===== src/rtl/wdog_pkg.sv =====
package wdog_pkg;
    typedef enum logic [1:0] {
        S_OFF   = 2'd0,
        S_RUN   = 2'd1,
        S_TRIP  = 2'd2,
        S_PULSE = 2'd3
    } wd_state_e;
endpackage


===== src/rtl/wdog_limit.sv =====
// Interval length in ticks: multiplier scaled by four to the power of the resolution.
module wdog_limit #(
    parameter int MULT_W = 5,
    parameter int RES_W  = 2,
    parameter int CNT_W  = MULT_W + 2 * ((1 << RES_W) - 1)
) (
    input  logic [MULT_W-1:0] mult,
    input  logic [RES_W-1:0]  res,
    output logic [CNT_W-1:0]  limit
);
    localparam int NSTEP = 1 << RES_W;

    logic [CNT_W-1:0] scaled [NSTEP];

    for (genvar g = 0; g < NSTEP; g++) begin : g_scale
        assign scaled[g] = CNT_W'(mult) << (2 * g);
    end

    assign limit = scaled[res];
endmodule


===== src/rtl/wdog_counter.sv =====
// Tick counter; hit is raised on the step that reaches the target.
module wdog_counter #(
    parameter int W = 11
) (
    input  logic         clk,
    input  logic         rst_n,
    input  logic         clr,
    input  logic         step,
    input  logic [W-1:0] target,
    output logic         hit
);
    logic [W-1:0] cnt_q;

    assign hit = step && ((cnt_q + W'(1)) == target);

    always_ff @(posedge clk or negedge rst_n) begin
        if (!rst_n) begin
            cnt_q <= '0;
        end else if (clr || hit) begin
            cnt_q <= '0;
        end else if (step) begin
            cnt_q <= cnt_q + W'(1);
        end
    end
endmodule


===== src/rtl/wdog_steer.sv =====
module wdog_steer #(
    parameter int MULT_W      = 5,
    parameter int RES_W       = 2,
    parameter int PULSE_TICKS = 2
) (
    input  logic       clk,
    input  logic       rst_n,
    input  logic       pwr_up,
    input  logic       tick16,
    input  logic       acc_valid,
    input  logic       acc_write,
    input  logic       acc_flags,
    input  logic [7:0] acc_wdata,
    output logic [7:0] wd_cfg,
    output logic       wd_flag,
    output logic       wd_irq,
    output logic       wd_rst_pulse,
    output logic       ft_clear
);
    import wdog_pkg::*;

    localparam int CNT_W   = MULT_W + 2 * ((1 << RES_W) - 1);
    localparam int PULSE_W = $clog2(PULSE_TICKS + 1);
    localparam int STEER_B = MULT_W + RES_W;

    wd_state_e        state_q, state_d;
    logic [7:0]       cfg_q, cfg_d;
    logic             wd_acc, wd_wr, fl_rd;
    logic             per_step, per_hit, pul_step, pul_hit;
    logic             trip_evt, fire_evt;
    logic [CNT_W-1:0] limit;
    logic             flag_q, irq_q, ftc_q;

    assign wd_acc = acc_valid && !acc_flags;
    assign wd_wr  = wd_acc && acc_write;
    assign fl_rd  = acc_valid && acc_flags && !acc_write;

    wdog_limit #(.MULT_W(MULT_W), .RES_W(RES_W), .CNT_W(CNT_W)) u_limit (
        .mult  (cfg_q[STEER_B-1:RES_W]),
        .res   (cfg_q[RES_W-1:0]),
        .limit (limit)
    );

    assign per_step = tick16 && (state_q == S_RUN) && !wd_acc && !pwr_up;

    wdog_counter #(.W(CNT_W)) u_period (
        .clk    (clk),
        .rst_n  (rst_n),
        .clr    (wd_acc || pwr_up || (state_q != S_RUN)),
        .step   (per_step),
        .target (limit),
        .hit    (per_hit)
    );

    assign pul_step = tick16 && (state_q == S_PULSE) && !pwr_up;

    wdog_counter #(.W(PULSE_W)) u_pulse (
        .clk    (clk),
        .rst_n  (rst_n),
        .clr    (pwr_up || (state_q != S_PULSE)),
        .step   (pul_step),
        .target (PULSE_W'(PULSE_TICKS)),
        .hit    (pul_hit)
    );

    assign trip_evt = per_hit && !cfg_q[STEER_B];
    assign fire_evt = per_hit &&  cfg_q[STEER_B];

    // Configuration register next value
    always_comb begin
        cfg_d = cfg_q;
        if (pwr_up)        cfg_d = '0;
        else if (wd_wr)    cfg_d = acc_wdata;
        else if (fire_evt) cfg_d = '0;
    end

    // Next-state logic
    always_comb begin
        state_d = state_q;
        unique case (state_q)
            S_OFF: begin
                if (wd_wr && (cfg_d[STEER_B-1:RES_W] != '0)) state_d = S_RUN;
            end
            S_RUN: begin
                if (wd_acc)        state_d = (cfg_d[STEER_B-1:RES_W] != '0) ? S_RUN : S_OFF;
                else if (fire_evt) state_d = S_PULSE;
                else if (trip_evt) state_d = S_TRIP;
            end
            S_TRIP: begin
                if (wd_acc) state_d = (cfg_d[STEER_B-1:RES_W] != '0) ? S_RUN : S_OFF;
            end
            S_PULSE: begin
                if (pul_hit) state_d = (cfg_d[STEER_B-1:RES_W] != '0) ? S_RUN : S_OFF;
            end
        endcase
        if (pwr_up) state_d = S_OFF;
    end

    // State register
    always_ff @(posedge clk or negedge rst_n) begin
        if (!rst_n) begin
            state_q <= S_OFF;
            cfg_q   <= '0;
        end else begin
            state_q <= state_d;
            cfg_q   <= cfg_d;
        end
    end

    // Output registers
    always_ff @(posedge clk or negedge rst_n) begin
        if (!rst_n) begin
            flag_q <= 1'b0;
            irq_q  <= 1'b0;
            ftc_q  <= 1'b0;
        end else if (pwr_up) begin
            flag_q <= 1'b0;
            irq_q  <= 1'b0;
            ftc_q  <= 1'b0;
        end else begin
            ftc_q <= fire_evt;
            if (trip_evt || fire_evt) flag_q <= 1'b1;
            else if (fl_rd || wd_acc) flag_q <= 1'b0;
            if (trip_evt)             irq_q <= 1'b1;
            else if (fl_rd || wd_acc) irq_q <= 1'b0;
        end
    end

    assign wd_cfg       = cfg_q;
    assign wd_flag      = flag_q;
    assign wd_irq       = irq_q;
    assign wd_rst_pulse = (state_q == S_PULSE);
    assign ft_clear     = ftc_q;
endmodule


===== config.mk =====
export PLATFORM = sky130hd
export DESIGN_NAME = wdog_steer
export DESIGN_NICKNAME = d
export VERILOG_FILES = /design/src/rtl/wdog_pkg.sv /design/src/rtl/wdog_limit.sv /design/src/rtl/wdog_counter.sv /design/src/rtl/wdog_steer.sv
export SDC_FILE = /design/constraint.sdc
export NUM_CORES = 1
export LEC_CHECK = 0
export BUFFER_PORTS_ARGS = -buffer_cell sky130_fd_sc_hd__buf_4
export CAP_MARGIN = 20
export CORE_MARGIN = 10
export CORE_UTILIZATION = 58
export DETAILED_ROUTE_END_ITERATION = 12
export GPL_ROUTABILITY_DRIVEN = 0
export PLACE_DENSITY = 0.8
export SETUP_SLACK_MARGIN = 0.3
export SLEW_MARGIN = 10
export SYNTH_ARGS = -nofsm -noshare
export SYNTH_HDL_FRONTEND = slang
export SYNTH_SLANG_ARGS = --single-unit

===== constraint.sdc =====
create_clock -name clk -period 3.5 [get_ports clk]
set_input_delay 0.7 -clock clk [delete_from_list [all_inputs] [get_ports clk]]
set_output_delay 0.7 -clock clk [all_outputs]
set_load 0.01 [all_outputs]

==> summary.md <==
| Metric | Value |
|---|---|
| Status | `complete, no violations` |
| DR WL/cell | `16.0 um` |
| Dpl ws | `0.495 ns` |
| Reg2reg path depth | `7` |
| Max-slew violations | `0` |
| Chip Height | `79.9 um` |
| Post-CTS Resized | `0` |
| Fillers | `293` |
| DR vias | `1838` |
| Critical Path Source Type | `flop` |
| Sequential fraction of the synthesis area | `31.2%` |
| Antenna violations before repair | `0` |
| Final net count | `281` |
| Final Util | `66.7%` |
| Synth async-reset ratio | `100%` |
| Total Routing Usage GR | `16.2%` |
| Synth Register Bits | `26` |
| Ant. Diodes | `0` |
| First-pass GRT wire length | `8.56 mm` |
| Worst-Margin Slew | `0.715 ns` |
| Core area | `3420 sq um` |
| Syn nets | `265` |
| RSZ-0062 raised after global routing | `false` |
| CP arrival | `3.24 ns` |
| Final non-filler cell area | `2280 sq um` |
| PwrDens | `240 nW/um^2` |
| Max Fclk | `331 MHz` |
| WL final | `4.94 mm` |
| GRT Residual Overflow | `0` |
| WP data required | `3.72 ns` |
| I/O Pins | `27` |
| Initial Utilization | `61.0%` |
| Core Rows | `21` |
| Critical Path Fanout Max | `13` |
| Post-synth EDFFs | `0` |
| # setup viols final | `0` |
| Post-Synthesis Cell Area | `2080 sq um` |
| DR iter-0 viols | `202` |
| Horiz. Die Dim | `79.9 um` |
| Post-layout minimum cycle time | `3.02 ns` |
| Drt pass-1 iters | `4` |
| Setup TNS | `0 ns` |
| Distinct cell type count after synthesis | `61` |
| Static leakage | `0.918 nW` |
| Total chip power | `547 uW` |
| YS warnings | `0` |
| CP Class | `reg -> reg` |
| Area growth, synth to finish | `9.43%` |
| Cells after Synth | `248` |
| Total CTS buffers | `3` |
| Number of port buffers | `26` |
| Full die area | `6390 sq um` |
| Later-pin clock latency in the skew report | `0.33 ns` |
| Predominant post-synthesis flop cell | `dfrtp_1` |
| Final ANT Viol Nets | `0` |
| H-tree levels | `1` |
| Vias in the first global route | `1841` |
| CTS Sinks | `26` |
| Layout cells sized above 1 | `19.4%` |
| Reg clk slew, reported paths | `0.15 ns` |
| Worst min path class | `in -> async` |
| Worst VDD drop | `0.146 mV` |
| Dpl cell area | `2240 sq um` |
| CTS tree | `done` |
| CP endpoint kind | `flop` |
| Fin crit share | `86.3%` |
| Clk root buf | `clkbuf_4` |
| Clk_skew | `0.00439 ns` |
| DRC | `0` |
| Non-Filler Instances | `309` |
| Yosys top cell by area | `dfrtp_1` |
| Slew margin rel. | `52.1%` |
| Max-cap check violation count | `0` |
| DP Wirelength | `3.68 mm` |
| Ranking of synthesized cells by area | `dfrtp_1 31%, nand2_1 7.2%, xnor2_1 4.6%` |
| Syn Area/Cell | `8.40 sq um` |
| Clk buf depth | `2` |
| Inst Count DP | `305` |
| Cts hold-fix bufs | `0` |
| Largest net degree at the start of global routing | `27` |
| Post-CTS setup buffer count | `0` |
| Hold slack | `0.252 ns` |
| Setup WS post-layout | `0.480 ns` |
| Final Hold Vio Count | `0` |
| Yosys top cell area share | `31.2%` |
| DR vias/cell | `5.95` |
[logic make-up after synthesis]
logic type | count (synthesis) | synth area share (%)
fa+ha+maj | 2 | 1.20
mux | 6 | 3.12
compound gates | 51 | 19.0
flops | 26 | 31.2
simple gates | 118 | 28.9
xor+xnor | 22 | 10.6
buf+inv | 23 | 5.89
[sequential cells by signal (all words and copies together) (netlist names)]
signal          count
u_pulse.cnt_q       2
state_q             2
ft_clear            1
wd_cfg              8
wd_irq              1
wd_flag             1
u_period.cnt_q     11
[layer usage]
layer | wire (um) | GRT usage, %
met2 | 2360 | 25.3
met3 | 205 | 3.38
met1 | 2300 | 21.3
met5 | 0 | 0
met4 | 72 | 5.81
[critical path: stages, from the launching register on]
cell	delay (ns)
dfrtp_1	0.63
mux2_2	0.43
a22oi_2	0.19
xor2_1	0.10
or4_4	0.56
a2111oi_4	0.37
and4b_1	0.51
o21ai_2	0.11
[cell type report]
cell class	count	area, sq um	share of cell area, %
sequential	26	651	28.5
clock buffer	4	36.3	1.59
multi-input combinational	199	1310	57.5
timing repair buffer	26	195	8.56
tap	46	57.6	2.52
inverter	8	30.0	1.32
[report_power, final]
group          switching, mW  internal, mW  total [mW]
logic                 0.0400        0.0323      0.0723
clock network         0.0954        0.0638       0.159
registers             0.0104         0.305       0.315
[cell usage in the layout (no fill, tap or decap), types with 8 or more instances in the layout]
master | netlist | final
a21oi_1 | 12 | 12
buf_4 | 1 | 26
dfrtp_1 | 26 | 26
inv_1 | 8 | 8
nand2_1 | 40 | 40
nand3_1 | 10 | 10
nor2_1 | 14 | 14
nor3_1 | 18 | 18
xnor2_1 | 11 | 11
xor2_1 | 9 | 9
[cells in the mapped netlist (4+ instances only)]
cell type / number
nand4_1: 7
nor3_1: 18
o21ai_2: 7
o21ai_0: 6
nor2_1: 14
xor2_1: 9
inv_1: 8
buf_6: 4
and3_1: 4
mux2i_1: 4
dfrtp_1: 26
clkbuf_1: 8
nand2_1: 40
a21oi_1: 12
nand3_1: 10
xnor2_1: 11
[final timing paths]
| path | from | slack, ns | to |
|---|---|---|---|
| max | wd_cfg[0]$_DFFE_PN0P_ | 0.48 | wd_cfg[1]$_DFFE_PN0P_ |
| min | rst_n | 0.25 | state_q[1]$_DFFE_PN0P_ |
| max reg2reg | wd_cfg[0]$_DFFE_PN0P_ | 0.48 | wd_cfg[1]$_DFFE_PN0P_ |
| min reg2reg | wd_flag$_DFFE_PN0P_ | 0.50 | wd_flag$_DFFE_PN0P_ |
| max in group asynchronous | rst_n | 2.99 | u_period.cnt_q[9]$_DFFE_PN0P_ |
| min in group clk | wd_flag$_DFFE_PN0P_ | 0.50 | wd_flag$_DFFE_PN0P_ |
No activity file was read; power rests on OpenSTA's default activity.
